$ cat src/rtl/ocp_pkg.sv
package ocp_pkg;
  typedef enum logic [1:0] {
    ST_ON    = 2'd0,
    ST_OFF   = 2'd1,
    ST_RETRY = 2'd2,
    ST_LATCH = 2'd3
  } hic_state_t;
endpackage

$ cat src/rtl/ocp_rst_sync.sv
module ocp_rst_sync (
  input  logic clk,
  input  logic rst_n,
  output logic rst_sync_n
);
  logic [1:0] sync_q;

  always_ff @(posedge clk or negedge rst_n) begin
    if (!rst_n) sync_q <= 2'b00;
    else        sync_q <= {sync_q[0], 1'b1};
  end

  assign rst_sync_n = sync_q[1];
endmodule

$ cat src/rtl/ocp_run_timer.sv
// Counts consecutive cycles in which sense equals LEVEL while en is high.
// done is high in the cycle that completes RUN_CYC such cycles.
module ocp_run_timer #(
  parameter int RUN_CYC = 16,
  parameter bit LEVEL   = 1'b1
) (
  input  logic clk,
  input  logic rst_n,
  input  logic en,
  input  logic sense,
  output logic done
);
  localparam int CW = $clog2(RUN_CYC + 1);

  logic [CW-1:0] cnt_q, cnt_d;
  logic          match;

  assign match = (sense == LEVEL);
  assign done  = en && match && (cnt_q == CW'(RUN_CYC - 1));

  always_comb begin
    if (!en || !match || done) cnt_d = '0;
    else                       cnt_d = cnt_q + 1'b1;
  end

  always_ff @(posedge clk or negedge rst_n) begin
    if (!rst_n) cnt_q <= '0;
    else        cnt_q <= cnt_d;
  end
endmodule

$ cat src/rtl/ocp_short_force.sv
module ocp_short_force (
  input  logic clk,
  input  logic rst_n,
  input  logic short_cmp,
  input  logic charging,
  output logic force_prechg
);
  logic force_d, force_q;

  always_comb force_d = short_cmp & charging;

  always_ff @(posedge clk or negedge rst_n) begin
    if (!rst_n) force_q <= 1'b0;
    else        force_q <= force_d;
  end

  assign force_prechg = force_q;
endmodule

$ cat src/rtl/ocp_hiccup_fsm.sv
module ocp_hiccup_fsm
  import ocp_pkg::*;
#(
  parameter int OFF_CYC = 1000,
  parameter int LIM_W   = 3,
  parameter int LIM_MIN = 3
) (
  input  logic             clk,
  input  logic             rst_n,
  input  logic             trip,
  input  logic             quiet,
  input  logic             vin_valid,
  input  logic             suppl_active,
  input  logic             flag_clr,
  input  logic [LIM_W-1:0] retry_limit,
  output logic             mon_en,
  output logic             retry_win,
  output logic             fet_en,
  output logic             fault_flag,
  output logic             irq
);
  localparam int OW = $clog2(OFF_CYC + 1);

  hic_state_t       st_q, st_d;
  logic [OW-1:0]    off_q, off_d;
  logic [LIM_W-1:0] fail_q, fail_d;
  logic [LIM_W-1:0] lim;
  logic             mode_q, mode_d;     // sequence began in supplement mode with input present
  logic             seen_q, seen_d;     // input seen low while latched
  logic             flag_q, flag_d;
  logic             irq_q, irq_d;
  logic             off_done, first_trip, release_ok;

  assign lim      = (retry_limit < LIM_W'(LIM_MIN)) ? LIM_W'(LIM_MIN) : retry_limit;
  assign off_done = (off_q == OW'(OFF_CYC - 1));
  assign release_ok = off_done && vin_valid && (!mode_q || seen_q);

  always_comb begin
    st_d       = st_q;
    off_d      = off_q;
    fail_d     = fail_q;
    mode_d     = mode_q;
    seen_d     = seen_q;
    first_trip = 1'b0;
    unique case (st_q)
      ST_ON: begin
        if (trip) begin
          st_d       = ST_OFF;
          off_d      = '0;
          fail_d     = '0;
          mode_d     = suppl_active & vin_valid;
          first_trip = 1'b1;
        end
      end
      ST_OFF: begin
        if (off_done) st_d  = ST_RETRY;
        else          off_d = off_q + 1'b1;
      end
      ST_RETRY: begin
        if (trip) begin
          off_d = '0;
          if ({1'b0, fail_q} + 1'b1 >= {1'b0, lim}) begin
            st_d   = ST_LATCH;
            seen_d = 1'b0;
          end else begin
            st_d   = ST_OFF;
            fail_d = fail_q + 1'b1;
          end
        end else if (quiet) begin
          st_d   = ST_ON;
          fail_d = '0;
        end
      end
      ST_LATCH: begin
        if (!off_done) off_d = off_q + 1'b1;
        if (!vin_valid) seen_d = 1'b1;
        if (release_ok) begin
          st_d   = ST_ON;
          fail_d = '0;
        end
      end
      default: st_d = ST_ON;
    endcase
  end

  always_comb begin
    irq_d = first_trip;
    if (first_trip)    flag_d = 1'b1;
    else if (flag_clr) flag_d = 1'b0;
    else               flag_d = flag_q;
  end

  always_ff @(posedge clk or negedge rst_n) begin
    if (!rst_n) begin
      st_q   <= ST_ON;
      off_q  <= '0;
      fail_q <= '0;
      mode_q <= 1'b0;
      seen_q <= 1'b0;
      flag_q <= 1'b0;
      irq_q  <= 1'b0;
    end else begin
      st_q   <= st_d;
      off_q  <= off_d;
      fail_q <= fail_d;
      mode_q <= mode_d;
      seen_q <= seen_d;
      flag_q <= flag_d;
      irq_q  <= irq_d;
    end
  end

  assign mon_en     = (st_q == ST_ON) || (st_q == ST_RETRY);
  assign retry_win  = (st_q == ST_RETRY);
  assign fet_en     = mon_en;
  assign fault_flag = flag_q;
  assign irq        = irq_q;
endmodule

$ cat src/rtl/bat_ocp_hiccup.sv
module bat_ocp_hiccup #(
  parameter int DEGLITCH_CYC = 16,
  parameter int OFF_CYC      = 1000,
  parameter int LIM_W        = 3,
  parameter int LIM_MIN      = 3
) (
  input  logic             clk,
  input  logic             rst_n,
  input  logic             ocp_cmp,
  input  logic             short_cmp,
  input  logic             vin_valid,
  input  logic             suppl_active,
  input  logic             charging,
  input  logic [LIM_W-1:0] retry_limit,
  input  logic             flag_clr,
  output logic             fet_en,
  output logic             force_prechg,
  output logic             fault_flag,
  output logic             irq
);
  logic rst_sync_n;
  logic mon_en, retry_win, trip, quiet;

  ocp_rst_sync u_rst (
    .clk        (clk),
    .rst_n      (rst_n),
    .rst_sync_n (rst_sync_n)
  );

  ocp_run_timer #(.RUN_CYC(DEGLITCH_CYC), .LEVEL(1'b1)) u_hi_run (
    .clk   (clk),
    .rst_n (rst_sync_n),
    .en    (mon_en),
    .sense (ocp_cmp),
    .done  (trip)
  );

  ocp_run_timer #(.RUN_CYC(DEGLITCH_CYC), .LEVEL(1'b0)) u_lo_run (
    .clk   (clk),
    .rst_n (rst_sync_n),
    .en    (retry_win),
    .sense (ocp_cmp),
    .done  (quiet)
  );

  ocp_hiccup_fsm #(.OFF_CYC(OFF_CYC), .LIM_W(LIM_W), .LIM_MIN(LIM_MIN)) u_fsm (
    .clk          (clk),
    .rst_n        (rst_sync_n),
    .trip         (trip),
    .quiet        (quiet),
    .vin_valid    (vin_valid),
    .suppl_active (suppl_active),
    .flag_clr     (flag_clr),
    .retry_limit  (retry_limit),
    .mon_en       (mon_en),
    .retry_win    (retry_win),
    .fet_en       (fet_en),
    .fault_flag   (fault_flag),
    .irq          (irq)
  );

  ocp_short_force u_force (
    .clk          (clk),
    .rst_n        (rst_sync_n),
    .short_cmp    (short_cmp),
    .charging     (charging),
    .force_prechg (force_prechg)
  );
endmodule

$ cat config.mk
export PLATFORM = sky130hd
export DESIGN_NAME = bat_ocp_hiccup
export DESIGN_NICKNAME = d
export VERILOG_FILES = /design/src/rtl/ocp_pkg.sv /design/src/rtl/ocp_rst_sync.sv /design/src/rtl/ocp_run_timer.sv /design/src/rtl/ocp_short_force.sv /design/src/rtl/ocp_hiccup_fsm.sv /design/src/rtl/bat_ocp_hiccup.sv
export SDC_FILE = /design/constraint.sdc
export NUM_CORES = 1
export LEC_CHECK = 0
export BUFFER_PORTS_ARGS = -buffer_cell sky130_fd_sc_hd__buf_2
export CAP_MARGIN = 0
export CORE_ASPECT_RATIO = 1.75
export CORE_MARGIN = 4
export CORE_UTILIZATION = 59
export CTS_CLUSTER_SIZE = 20
export DETAILED_ROUTE_END_ITERATION = 12
export GPL_TIMING_DRIVEN = 1
export PLACE_DENSITY = 0.78
export SLEW_MARGIN = 30
export SYNTH_ARGS = -nofsm -noshare
export SYNTH_HDL_FRONTEND = slang
export SYNTH_SLANG_ARGS = --single-unit
$ cat constraint.sdc
create_clock -name clk -period 1.87 [get_ports clk]
set_clock_uncertainty 0.05 [all_clocks]
set_input_delay 0.2805 -clock clk [delete_from_list [all_inputs] [get_ports clk]]
set_output_delay 0.2805 -clock clk [all_outputs]
set_load 0.1 [all_outputs]
Yosys cells after proc, flatten, opt, wreduce, memory -nomap -nowiden:

Index checks and enable logic that the tools add are counted.

* register bits: 32
* latch bits: 0
* memory bits (writable): 0
* ROM bits: 0
* bits of input ports: 11
* output and inout port bits: 4
* memories kept: 0

* $add $sub $neg: 5
* $mul: 0
* div/mod/pow operators: 0
* $lt $le $gt $ge: 2
* equal/unequal tests: 16
* shift-type cells: 0
* muxes and demuxes: 27
* bitwise operators: 3
* reduce and logical (&&, ||, !) cells: 27

Operators by type and width (count)
* 2-to-1 mux 10 bit: 2
* one-hot mux 10 bit (2 select lines): 1
* 2-to-1 mux 3 bit: 6
* 2-to-1 mux 2 bit: 6
* adder 10 x 1 -> 10 bit, second input constant: 1
* adder 5 x 1 -> 5 bit, second input constant: 2
* == test 10 bit, second input constant: 1
* == test 5 x 4 -> 1 bit, second input constant: 2
* 2-to-1 mux 5 bit: 2
* one-hot mux 3 bit (3 select lines): 1
* inequality test 2 x 1 -> 1 bit, second input constant: 4
* inequality test 2 bit, second input constant: 4
* one-hot mux 2 bit (4 select lines): 1
* AND reduction 4 bit: 2
* 2-to-1 mux 1 bit: 7
* logical AND 1 bit: 6
* logical OR 1 bit: 6
* inequality test 3 bit, second input constant: 2
* AND reduction 5 bit: 1
* adder 3 x 1 -> 4 bit, second input constant: 1
* == test 2 bit, second input constant: 2
* >= comparator 4 x 3 -> 1 bit: 1
* zero test 1 bit: 4
* AND reduction 2 bit: 2
* other kinds (10): 13

Logic depth before layout (Yosys ltp):

* depth in word-level cells: 7
* gate-level depth with buffers: 8

Modules after synthesis:

From an unflattened synthesis, not the netlist that was laid out.

* cells, all modules: 164
* area total of the unflattened synthesis: 1642.8 µm²

Modules (own cells, without submodules)
* ocp_hiccup_fsm: times used 1, cells each 117, area each 1074.8 µm², seq. area each 475.5 µm²
* ocp_run_timer (u_lo_run): times used 1, cells each 21, area each 245.2 µm², seq. area each 125.1 µm²
* ocp_run_timer (u_hi_run): times used 1, cells each 21, area each 237.7 µm², seq. area each 125.1 µm²
* ocp_rst_sync: times used 1, cells each 3, area each 53.8 µm², seq. area each 50.0 µm²
* ocp_short_force: times used 1, cells each 2, area each 31.3 µm², seq. area each 25.0 µm²

Worst setup path before layout:

No wires, ideal clock.

* kind: reg2reg
* start point: reg u_fsm.fail_q[0]
* end point: reg u_fsm.fail_q[2]
* setup time: 0.069 ns
* arrival time: 1.768 ns
* setup slack: -0.017 ns
* stages on the path, launching flop included: 7
* path buffers: 0
* clock period less this slack: 1.887 ns
* path through: dfrtp_1 -> ha_1 -> ha_1 -> o21ai_0 -> o21ai_1 -> or4_1 -> nand3_1

* cells in the longest elaborated chain, start to end: 4
* elaborated cells between the ends (all ways): 8

Ends and longest elaborated chain
* from (decl): line ocp_hiccup_fsm.sv:26 `logic [LIM_W-1:0] fail_q, fail_d;`
* from (signal assigned): line ocp_hiccup_fsm.sv:105 `fail_q <= fail_d;`
* adder 3 x 1 -> 4 bit / adder 3 x 1 -> 3 bit (equally long branches): line ocp_hiccup_fsm.sv:62, ocp_hiccup_fsm.sv:67
* >= comparator 4 x 3 -> 1 bit / 2-to-1 mux 3 bit (equally long branches): line ocp_hiccup_fsm.sv:62 `if ({1'b0, fail_q} + 1'b1 >= {1'b0, lim}) begin`
* inequality test 3 bit (no source line) / 2-to-1 mux 3 bit (equally long branches)
* AND reduction 5 bit (no source line) / one-hot mux 3 bit (3 select lines) (equally long branches)

Several ways; a longest one is shown, not always the timed one. The select of a mux whose other input is x is not followed.
A chain may end at the register's enable or synchronous reset.

Final worst setup path:

* start point: reg u_hi_run.cnt_q[0]
* end point: reg u_fsm.fail_q[2]

* cells in the longest elaborated chain, start to end: 4
* elaborated cells between the ends (all ways): 8

Ends and longest elaborated chain
* from (decl): line ocp_run_timer.sv:15 `logic [CW-1:0] cnt_q, cnt_d;`
* from (signal assigned): line ocp_run_timer.sv:28 `else cnt_q <= cnt_d;`
* == test 5 x 4 -> 1 bit (*): line ocp_run_timer.sv:19 `assign done = en && match && (cnt_q == CW'(RUN_CYC - 1));`
* logical AND 1 bit (*): line ocp_run_timer.sv:19
* inequality test 3 bit (no source line) (tied with other cells)
* AND reduction 5 bit (no source line) / one-hot mux 3 bit (3 select lines) (equally long branches)

Every way passes the cells marked *; elsewhere a longest branch is shown, timed or not.

==> results.ini <==
[logic_synthesis]
seq_area_frac_synth_pct=50.7
synth.distinct_cells=42
synthAdderAreaFrac_pct=7.13
synthesis.nets=176
synthXorXnorAreaFrac_pct=4.43
async_flop_share_pct=100
yosysMostFrequentCell=dfrtp_1
synthCells=156
ys.flop_type=dfrtp_1
synth_top_family_by_area=simple AND/OR/NAND/NOR gates
synthTopCellsByArea=dfrtp_1, ha_1, nor2_1
synth_compound_area_share_pct=8.55
yosys.area.top_type=dfrtp_1
synth-edff-count=0
muxShareOfSynthArea_pct=2.53
syn-cell-area_mm2=0.00158
synth_top_area_share_pct=50.7
synthSimpleGateAreaFrac_pct=22.3
synth_commonest_cells=dfrtp_1, nor2_1, nand2_1
yosys_register_bits=32
yosys_warnings=0
postSynthAreaPerCell_um2=10.1

[critical_path]
crit_type=reg -> reg
rrSetupSlack_ns=-0.06
required_ns=2.04
startpoint_type=register
end_kind=register
critPathArrivalTime_ns=2.11
crit-reg2reg-launch=u_hi_run.cnt_q[0]
timing.rr.end=u_fsm.fail_q[2]
worstPathMaxFanout=4
r2r_cells=7

[grt]
grt_pass1_wl_um=5510
grt_antenna_before_repair=0
grt_max_degree=20
gr-total-overflow=0
grt_pass1_vias=1338
gr-usage-all-layers_pct=21.0

[sta]
fmax_ghz=0.518
slew_violations=0
setup_viol=1
min_period_ns=1.93
fin_crit_sh_pct=103
layout_setup_ws_ns=-0.0611
finalHoldViolCount=0
rsz0062_at_grt=yes

[routing]
drtPass1Iterations=4
routed_wl_um=3380
num_vias=1268
routedWlPerCell_um=15.5
drt_iter0_drc=34
drt.antenna.violating_nets=0
routed_via_density=5.82
drcViolationCount=0

[placement]
dp.final_hpwl_um=2330
globalplace.congestion=0.858
pre_cts_ws_ns=-0.0455
port_buffers=14

[outcome]
status=finished, violations left
violations=setup timing

[floorplanning]
ios=15
dieArea_mm2=0.00360
die_w_um=47.1
die_h_um=76.5
start_util_pct=62.6
coreArea_mm2=0.00252
core.rowCount=24

[power_and_ir_drop]
leakage_nw=0.921
powerDensity_mw_per_mm2=860
total_power_w=0.00166
ir_worst_vdd_uv=676

[clock_tree]
cts_buffers=5
ctsHtreeMaxLevel=2
cts_sinks=32
cts_tree=yes
cts.clk_slew.worst_paths_ns=0.07
clkLatencyLatePin_ns=0.29
cts_buffer_depth=2
cts_root_buf=clkbuf_8

[job]
drv_cap=0

[final_layout]
area.growth.synth_to_final_pct=22.5
finish.utilization_pct=76.7
fin_nets=211
fillers=179
layout-drive-gt1-share_pct=28.6
diodes=0

[hold_path]
hold_class=reg -> async

worst max-delay path by stage:
stage	slack (ns)	to	startpoint
3_3_place_gp	0.01	u_fsm.fail_q[1]	u_fsm.fail_q[0]
6_report	-0.06	u_fsm.fail_q[2]	u_hi_run.cnt_q[0]
5_1_grt	-0.11	u_fsm.fail_q[2]	u_hi_run.cnt_q[1]
3_5_place_dp	-0.05	u_fsm.fail_q[0]	u_hi_run.cnt_q[0]
2_1_floorplan	0.004	u_fsm.fail_q[2]	u_fsm.fail_q[0]
4_1_cts	0.001	u_fsm.fail_q[1]	u_fsm.fail_q[0]
worst max-delay path, stage by stage (launching register included):
cell,delay [ns]
dfrtp_1,0.37
ha_2,0.19
and3_4,0.19
ha_4,0.14
and3b_2,0.26
nand2_2,0.09
or4_1,0.50
nand3_1,0.08
what timing repair did:
| action | 4_1_cts | 5_1_grt |
|---|---|---|
| hold buffers | 1 | 0 |
| pin swaps | 6 | 5 |
| setup buffers | 3 | 4 |
| gates resized for setup | 8 | 3 |
| setup endpoints to repair | 3 | 7 |
| hold endpoints to repair | 2 | 0 |
power by group:
part	switching [W]	leakage (nW)	internal, W	total, W
sequential	0.0000799	0.377	0.000771	0.000851
combinational	0.000143	0.498	0.000133	0.000276
clock	0.000238	0.0455	0.000300	0.000537
logic make-up (layout without fill, tap and decap cells):
logic type | Yosys count | after routing
mux | 4 | 4
simple gates | 67 | 67
compound gates | 20 | 20
flops | 32 | 32
xor+xnor | 8 | 8
other cells | 1 | 1
fa+ha+maj | 9 | 9
buf+inv | 15 | 51
per-stage QoR:
stage | instance area, µm² | cells | setup TNS, ns | hold WS (ns)
2_1_floorplan | 1590 | 156 | 0 | -0.0651
3_3_place_gp | 1740 | 202 | 0 | 0.0147
3_5_place_dp | 1740 | 202 | -0.115 | 0.0189
4_1_cts | 1890 | 214 | 0 | 0.127
5_1_grt | 1940 | 218 | -0.280 | 0.148
6_report | 1940 | 218 | -0.0611 | 0.128
final cells by class:
class	instances	area, µm²	area share (%)
multi-input cells	109	761	39.3
clock buffers	8	90.1	4.65
inverters	11	41.3	2.13
well taps	26	32.5	1.68
repair buffers	32	210	10.9
flip-flops and latches	32	801	41.4
state kept, by name, summed over array words and instances (netlist names):
signal and count:
u_fsm.irq 1, u_rst.sync_q 2, u_force.force_prechg 1, u_fsm.mode_q 1
u_fsm.off_q 10, u_fsm.fault_flag 1, u_fsm.st_q 2, u_fsm.seen_q 1
u_hi_run.cnt_q 5, u_lo_run.cnt_q 5, u_fsm.fail_q 3
cells in the final DEF, fill, tap and decap left out, drive strengths merged, types with 6 or more instances in the layout:
cell    count
buf        30
clkbuf      9
dfrtp      32
ha          9
inv        11
nand2      13
nand3       9
nand4       6
nor2       20
o21ai       6
metal layers:
metal | wire length, µm | global-route usage, % | vias up
met5 | 0 | 0 | -
met4 | 113 | 11.6 | 0
met3 | 145 | 4.73 | 10
met2 | 1950 | 36.2 | 36
met1 | 1170 | 21.4 | 616
li1 | - | - | 606
(Power assumes the default switching activity.)
